<file path="config.mk">
export PLATFORM = sky130hd
export DESIGN_NAME = dbg_bit_tx
export DESIGN_NICKNAME = d
export VERILOG_FILES = /design/src/rtl/dbgtx_pkg.sv /design/src/rtl/dbgtx_sync.sv /design/src/rtl/dbgtx_hold.sv /design/src/rtl/dbgtx_seq.sv /design/src/rtl/dbg_bit_tx.sv
export SDC_FILE = /design/constraint.sdc
export NUM_CORES = 1
export LEC_CHECK = 0
export ABC_CLOCK_PERIOD_IN_PS = 1600
export BUFFER_PORTS_ARGS = -buffer_cell sky130_fd_sc_hd__buf_2
export CORE_AREA = 2 2 39 41
export CTS_BUF_LIST = sky130_fd_sc_hd__clkbuf_4
export DETAILED_ROUTE_END_ITERATION = 16
export DIE_AREA = 0 0 41 43
export PLACE_DENSITY = 0.73
export SKIP_LAST_GASP = 1
export SLEW_MARGIN = 20
export SYNTH_ARGS = -nofsm -noshare
export SYNTH_HDL_FRONTEND = slang
export SYNTH_SLANG_ARGS = --single-unit
</file>
<file path="constraint.sdc">
create_clock -name clk -period 1.6 [get_ports clk]
set_input_delay 0 -clock clk [delete_from_list [all_inputs] [get_ports clk]]
set_output_delay 0 -clock clk [all_outputs]
set_load 0.005 [all_outputs]
</file>
<file path="src/rtl/dbgtx_pkg.sv">
package dbgtx_pkg;
   typedef enum logic [1:0] {
      SLOT_IDLE = 2'd0,
      SLOT_ZERO = 2'd1,
      SLOT_ONE  = 2'd2,
      SLOT_MUTE = 2'd3
   } slot_mode_e;
endpackage

</file>
<file path="src/rtl/dbgtx_sync.sv">
module dbgtx_sync #(
   parameter int STAGES = 2
) (
   input  logic clk,
   input  logic rst_n,
   input  logic d,
   output logic q
);
   logic [STAGES-1:0] chain;

   generate
      if (STAGES < 2) begin : g_bad_depth
         $error("dbgtx_sync: STAGES must be at least 2");
      end
      for (genvar i = 0; i < STAGES; i++) begin : g_stage
         if (i == 0) begin : g_first
            always_ff @(posedge clk or negedge rst_n) begin
               if (!rst_n) chain[0] <= 1'b1;
               else        chain[0] <= d;
            end
         end else begin : g_next
            always_ff @(posedge clk or negedge rst_n) begin
               if (!rst_n) chain[i] <= 1'b1;
               else        chain[i] <= chain[i-1];
            end
         end
      end
   endgenerate

   assign q = chain[STAGES-1];
endmodule

</file>
<file path="src/rtl/dbgtx_hold.sv">
module dbgtx_hold (
   input  logic clk,
   input  logic rst_n,
   input  logic in_valid,
   input  logic in_bit,
   output logic in_ready,
   input  logic take,
   output logic has_data,
   output logic held_bit
);
   always_ff @(posedge clk or negedge rst_n) begin
      if (!rst_n) begin
         has_data <= 1'b0;
         held_bit <= 1'b1;
      end else if (take) begin
         has_data <= 1'b0;
      end else if (in_valid && !has_data) begin
         has_data <= 1'b1;
         held_bit <= in_bit;
      end
   end

   assign in_ready = !has_data;
endmodule

</file>
<file path="src/rtl/dbgtx_seq.sv">
module dbgtx_seq
   import dbgtx_pkg::*;
#(
   parameter int LOW_CYCLES   = 13,
   parameter int SPEED_CYCLES = 1,
   parameter int SLOT_CYCLES  = 16,
   parameter int CNT_W        = 4
) (
   input  logic             clk,
   input  logic             rst_n,
   input  logic             pin_s,
   input  logic             has_data,
   input  logic             held_bit,
   output logic             take,
   output logic             oe,
   output logic             val,
   output logic             done,
   output logic             underrun,
   output logic             busy,
   output logic [CNT_W-1:0] cnt
);
   localparam logic [CNT_W-1:0] LAST_K  = CNT_W'(SLOT_CYCLES - 1);
   localparam logic [CNT_W-1:0] LOW_END = CNT_W'(LOW_CYCLES);
   localparam logic [CNT_W-1:0] SPD_END = CNT_W'(LOW_CYCLES + SPEED_CYCLES);
   localparam logic [CNT_W-1:0] ONE_END = CNT_W'(SPEED_CYCLES);

   slot_mode_e mode;
   logic       prev_s;
   logic       fall;
   logic       start;

   assign fall  = prev_s && !pin_s;
   assign start = (mode == SLOT_IDLE) && fall;
   assign take  = start && has_data;
   assign busy  = (mode != SLOT_IDLE);
   assign done  = busy && (cnt == LAST_K);

   always_ff @(posedge clk or negedge rst_n) begin
      if (!rst_n) prev_s <= 1'b1;
      else        prev_s <= pin_s;
   end

   always_ff @(posedge clk or negedge rst_n) begin
      if (!rst_n) begin
         mode     <= SLOT_IDLE;
         cnt      <= '0;
         underrun <= 1'b0;
      end else if (start) begin
         cnt      <= '0;
         underrun <= !has_data;
         if (!has_data)     mode <= SLOT_MUTE;
         else if (held_bit) mode <= SLOT_ONE;
         else               mode <= SLOT_ZERO;
      end else begin
         underrun <= 1'b0;
         if (busy) begin
            if (cnt == LAST_K) begin
               mode <= SLOT_IDLE;
               cnt  <= '0;
            end else begin
               cnt <= cnt + 1'b1;
            end
         end
      end
   end

   always_comb begin
      oe  = 1'b0;
      val = 1'b0;
      unique case (mode)
         SLOT_ZERO: begin
            if (cnt < LOW_END) begin
               oe = 1'b1;
            end else if (cnt < SPD_END) begin
               oe  = 1'b1;
               val = 1'b1;
            end
         end
         SLOT_ONE: begin
            if (cnt < ONE_END) begin
               oe  = 1'b1;
               val = 1'b1;
            end
         end
         default: begin
            oe  = 1'b0;
            val = 1'b0;
         end
      endcase
   end
endmodule

</file>
<file path="src/rtl/dbg_bit_tx.sv">
module dbg_bit_tx #(
   parameter int SYNC_STAGES  = 2,
   parameter int LOW_CYCLES   = 13,
   parameter int SPEED_CYCLES = 1,
   parameter int SLOT_CYCLES  = 16
) (
   input  logic clk,
   input  logic rst_n,
   input  logic pin_i,
   input  logic bit_valid_i,
   input  logic bit_data_i,
   output logic bit_ready_o,
   output logic pin_oe_o,
   output logic pin_out_o,
   output logic done_o,
   output logic underrun_o
);
   localparam int CNT_W = (SLOT_CYCLES > 2) ? $clog2(SLOT_CYCLES) : 1;

   generate
      if (SPEED_CYCLES < 1) begin : g_bad_speed
         $error("dbg_bit_tx: SPEED_CYCLES must be at least 1");
      end
      if (LOW_CYCLES + SPEED_CYCLES >= SLOT_CYCLES) begin : g_bad_slot
         $error("dbg_bit_tx: low time plus speedup must end before the slot does");
      end
   endgenerate

   logic             pin_s;
   logic             has_data;
   logic             held_bit;
   logic             take;
   logic             busy;
   logic [CNT_W-1:0] cnt;

   dbgtx_sync #(.STAGES(SYNC_STAGES)) u_sync (
      .clk  (clk),
      .rst_n(rst_n),
      .d    (pin_i),
      .q    (pin_s)
   );

   dbgtx_hold u_hold (
      .clk     (clk),
      .rst_n   (rst_n),
      .in_valid(bit_valid_i),
      .in_bit  (bit_data_i),
      .in_ready(bit_ready_o),
      .take    (take),
      .has_data(has_data),
      .held_bit(held_bit)
   );

   dbgtx_seq #(
      .LOW_CYCLES  (LOW_CYCLES),
      .SPEED_CYCLES(SPEED_CYCLES),
      .SLOT_CYCLES (SLOT_CYCLES),
      .CNT_W       (CNT_W)
   ) u_seq (
      .clk     (clk),
      .rst_n   (rst_n),
      .pin_s   (pin_s),
      .has_data(has_data),
      .held_bit(held_bit),
      .take    (take),
      .oe      (pin_oe_o),
      .val     (pin_out_o),
      .done    (done_o),
      .underrun(underrun_o),
      .busy    (busy),
      .cnt     (cnt)
   );
endmodule

</file>
==> Word-level counts from Yosys, hierarchy flattened <==
Index checks and enable logic that the tools add are counted.
{ "totals": {"out_inout_bits": 5, "wordCells": 47, "in_bits": 5, "register_bits": 12} }
{ "classes": {"n_reduce_logical": 14, "n_lt_le_gt_ge": 3, "bitwise": 1, "n_mux": 17, "eq_ne": 3, "add_sub_neg": 1} }
{ "op_table": {"columns": ["operator", "n"], "rows": [
  ["2-to-1 mux 4 bit", 3],
  ["2-to-1 mux 2 bit", 5],
  ["< comparator 4 bit, second input constant", 2],
  ["nonzero test 2 bit", 4],
  ["2-to-1 mux 1 bit", 7],
  ["logical AND 1 bit", 5],
  ["adder 4 x 1 -> 4 bit, second input constant", 1],
  ["== test 4 bit, second input constant", 1],
  ["< comparator 4 x 1 -> 1 bit, second input constant", 1],
  ["one-hot mux 1 bit (2 select lines)", 2],
  ["AND reduction 2 bit", 2],
  ["== test 2 x 1 -> 1 bit, second input constant", 1],
  ["== test 2 bit, second input constant", 1],
  ["zero test 1 bit", 2],
  ["zero test 2 bit", 1],
  ["NOT 1 bit", 1]
]} }

==> Depth between registers and ports, before layout <==
{ "logic_depth": {"ltp_word": 6, "depth_mapped": 6, "depth_no_buf": 5} }

==> Modules after synthesis <==
Synthesis repeated with hierarchy kept, for this count alone.
{ "unflattened": {"cells_unflattened": 60, "area_unflattened_um2": 621.8} }
{ "by_module_without_submodules": {"columns": ["module", "instances", "area_per_inst_um2", "cells_each"], "rows": [
  ["dbgtx_seq", 1, 479.2, 51],
  ["dbgtx_hold", 1, 90.1, 7],
  ["dbgtx_sync", 1, 52.6, 2]
]} }

==> Least setup slack after synthesis <==
Ideal clock, no wire load.
{ "synth_path": {"kind": "reg2reg", "startpoint": "register u_seq.mode[0]", "endpoint": "register u_seq.mode[1]", "path_slack_ns": 0.334, "arrival_ns": 1.135, "stages_incl_launch_ff": 7, "path_cell_list": "dfrtp_1 > inv_1 > ha_1 > buf_2 > nand3b_1 > nor3_1 > a21oi_1"} }
{ "synth_between": {"elab_chain_cells": 4} }
{ "synth_lines": {"columns": ["item", "line", "source"], "rows": [
  ["start: declaration", "dbgtx_seq.sv:27", "slot_mode_e mode;"],
  ["start signal: assignment", "dbgtx_seq.sv:45", "mode <= SLOT_IDLE;"],
  ["start signal: assignment", "dbgtx_seq.sv:51", "if (!has_data) mode <= SLOT_MUTE;"],
  ["start signal: assignment", "dbgtx_seq.sv:52", "else if (held_bit) mode <= SLOT_ONE;"],
  ["zero test 2 bit", "dbgtx_seq.sv:33", "assign start = (mode == SLOT_IDLE) && fall;"],
  ["logical AND 1 bit", "dbgtx_seq.sv:33", null],
  ["nonzero test 2 bit (no line)", null, null],
  ["AND reduction 2 bit (no line)", null, null]
]} }
Parallel ways exist; a longest one is shown, timed or not.
A chain may end at the register's enable or synchronous reset.

==> Final worst setup path <==
{ "layout_path": {"startpoint": "register u_seq.cnt[0]", "endpoint": "output port pin_out_o"} }
{ "layout_between": {"elab_chain_cells": 4} }
{ "layout_lines": {"columns": ["item", "line", "source"], "rows": [
  ["start: declaration", "dbgtx_seq.sv:20", "output logic [CNT_W-1:0] cnt"],
  ["start signal: assignment", "dbgtx_seq.sv:61", "cnt <= cnt + 1'b1;"],
  ["< comparator 4 bit", "dbgtx_seq.sv:74", "end else if (cnt < SPD_END) begin"],
  ["2-to-1 mux 1 bit", "dbgtx_seq.sv:74", null],
  ["2-to-1 mux 1 bit", "dbgtx_seq.sv:72", "if (cnt < LOW_END) begin"],
  ["one-hot mux 1 bit (2 select lines) *", "dbgtx_seq.sv:70", "unique case (mode)"],
  ["end: declaration", "dbg_bit_tx.sv:14", "output logic pin_out_o,"]
]} }
Every way passes the cells marked *; elsewhere a longest branch is shown, timed or not.

==> metrics.md <==
| Metric | Value |
|---|---|
| Post-synth EDFFs | 0 |
| Layout Nets | 89 |
| Final instance area | 747 um^2 |
| Total track usage | 14.5% |
| Setup TNS | 0 ns |
| Die Y | 43 um |
| WL final | 1010 um |
| Asr flop ratio synth | 100% |
| IO Count | 10 |
| Area after DPL | 673 um^2 |
| DP HPWL | 715 um |
| Crit path max fanout | 5 |
| CP max stage delay | 0.42 ns |
| H-tree depth | 1 |
| GRT overflow | 0 |
| CTS tree | built |
| Critical Path AT | 1.51 ns |
| Hold Path Depth | 3 |
| Synthesis-to-layout area growth | 21.8% |
| Slew Viols, Final | 0 |
| Core Rows | 14 |
| R2r endpoint | u_seq.mode[1] |
| Reg2Reg Depth | 5 |
| Commonest non-fill, non-tap cell in the layout | buf_2 |
| Final worst slack | 0.0854 ns |
| Largest net degree at the start of global routing | 13 |
| Synth Warn # | 0 |
| Syn Nets | 71 |
| First drt pass iteration count | 4 |
| Clock Pin Slew Worst Setup and Hold Paths | 0.07 ns |
| Total CTS buffers | 3 |
| Post-detailed-route count of antenna-violating nets | 0 |
| P_leak | 0.357 nW |
| Final Setup Violations | 0 |
| Share of layout cells above drive strength 1 | 31.2% |
| Die X | 41 um |
| Die area | 1760 um^2 |
| RSZ-0062 raised after global routing | no |
| Req. time, crit path | 1.60 ns |
| Worst path top cell family by delay | flip-flops |
| CTS sink cnt | 12 |
| Reg2reg setup slack | 0.21 ns |
| Number of global-route vias before repair | 431 |
| VDD IR-drop max | 0.000857 V |
| Outcome | finished, final reports clean |
| Crit Path Class | flip-flop to primary output |
| Period utilization | 94.7% |
| Initial antenna violation count | 0 |
| HP Class | primary input to flip-flop |
| Gate Count Post-Synth | 61 |
| Seq cells post-synth | 12 |
| Final Hold Fails | 0 |
| First-pass GRT wire length | 1670 um |
| Commonest non-fill, non-tap cells in the layout | buf_2 (9), dfrtp_1 (7), nand2_1 (6) |
| Maximum clock frequency | 660 MHz |
| Root Buffer | clkbuf_4 |
| Setup slack at placement | 0.122 ns |
| Worst slew margin | 81.7% |
| Critical Path End Type | primary output |
| Final GP Congestion | 0.779 |
| Worst skew pair latency | 0.26 ns |
| Worst slew pin tran | 0.271 ns |
| Worst-path cell chain | inv_2 -> ha_2 -> and3b_1 -> nor2b_4 -> o21a_1 -> buf_2 |
| Initial Util | 44.3% |
| Worst setup SP type | flip-flop |
| Max-cap check violation count | 0 |
| Hold-critical path endpoint | u_hold.has_data |
| Syn avg cell area | 10.1 um^2 |
| Wire per inst | 10.9 um |
| WP buf/inv | 2 |
| Register area share after synthesis | 49.8% |
| DRC Markers | 0 |
| Post-Syn Area | 613 um^2 |
| Crit-path slowest cell | dfrtp_1 |
| Minimum clock period after layout | 1.51 ns |
| Reg2reg start | u_seq.mode[0] |
| Port bufs | 9 |
| Cell Pwr Density | 1670 nW/um^2 |
| Clock skew | 0.00209 ns |
| Post-synth top flop | dfrtp_1 |
| Buffer levels on the longest clock path | 2 |
| Antenna diodes | 0 |
| Worst min-delay path startpoint | bit_valid_i |
| Core ar. | 1380 um^2 |
| Initial DRC Count | 6 |
| Cell variety after synth | 24 |
| Vias per cell | 4.96 |
| Total number of vias | 461 |
-- power breakdown --
group | switching (W) | internal (W)
Combinational | 0.000261 | 0.000275
Sequential | 0.000115 | 0.000424
Clock | 0.0000870 | 0.0000868
-- worst max-delay path by stage --
stage	from	endpoint	slack [ns]	cells past startpoint
detailed placement	u_seq.mode[0]	u_seq.mode[1]	0.12	5
finish	u_seq.cnt[0]	pin_out_o	0.09	6
CTS	u_seq.cnt[1]	pin_out_o	0.008	6
floorplan	u_seq.mode[0]	u_seq.mode[1]	0.33	6
global route	u_seq.mode[0]	pin_out_o	0.003	6
global placement	u_seq.mode[1]	u_seq.mode[1]	0.19	5
-- Yosys cell counts (2+ instances only) --
| library cell | n | area share [%] |
|---|---|---|
| nand2_1 | 6 | 3.7 |
| ha_1 | 5 | 10 |
| a21oi_1 | 4 | 3.3 |
| o22ai_1 | 2 | 2.0 |
| dfstp_2 | 4 | 17 |
| nor2_1 | 5 | 3.1 |
| inv_1 | 6 | 3.7 |
| dfrtp_1 | 8 | 33 |
| nor2b_1 | 2 | 2.0 |
| o21ai_0 | 5 | 4.1 |
-- flip-flops by register name (all words and copies together), names as in the netlist --
register,flops
u_sync.q,1
u_hold.has_data,1
u_seq.prev_s,1
u_seq.underrun,1
u_seq.cnt,4
u_hold.held_bit,1
u_sync.chain,1
u_seq.mode,2
-- layer usage --
layer / vias to the layer above / part of all wire (%) / track usage (%)
met5: - / 0 / 0
met4: 0 / 1.1 / 10.0
met3: 2 / 2.7 / 4.71
met2: 8 / 50 / 20.9
met1: 211 / 46 / 17.5
li1: 240 / - / -
-- cell type report --
type | count | area, um^2
Tap cell | 16 | 20.0
Timing Repair Buffer | 14 | 90.1
Fill cell | 130 | 637
Inverter | 6 | 22.5
Multi-Input combinational cell | 42 | 285
Sequential cell | 12 | 307
Clock buffer | 3 | 22.5
-- cell families (layout without fill, tap and decap cells) --
group / count (synthesis) / after routing / share of synthesized area, %
AOI/OAI and AO/OA: 15 / 15 / 14.5
DFF: 12 / 12 / 49.8
adders and majority gates: 5 / 5 / 10.2
xor gates and xnor gates: 1 / 1 / 1.43
muxes: 1 / 1 / 1.84
buffers and inverters: 7 / 23 / 4.49
and+or+nand+nor: 20 / 20 / 17.8
-- per-stage QoR --
| step | hold slack [ns] | instances | power (W) | utilization [%] |
|---|---|---|---|---|
| 2_1_floorplan | -0.296 | 61 | 0.000897 | - |
| 3_3_place_gp | -0.115 | 85 | 0.00101 | 48.6 |
| 3_5_place_dp | -0.112 | 85 | 0.00102 | 48.6 |
| 4_1_cts | 0.102 | 91 | 0.00121 | 52.4 |
| 5_1_grt | 0.156 | 93 | 0.00137 | 54.0 |
| 6_report | 0.107 | 93 | 0.00125 | 54.0 |
-- timing repair --
action                                  in CTS  in global routing
buffers inserted                             0                  2
hold buffers                                 3                  0
resized for setup                            0                  4
endpoints found under the setup margin       0                  3
hold endpoints to repair                    14                  0
-- tightest hold or removal path, cell delays in order --
cell and delay, ns:
buf_2 0.07, nor2b_1 0.16, a21o_1 0.10
(Power assumes the default switching activity.)
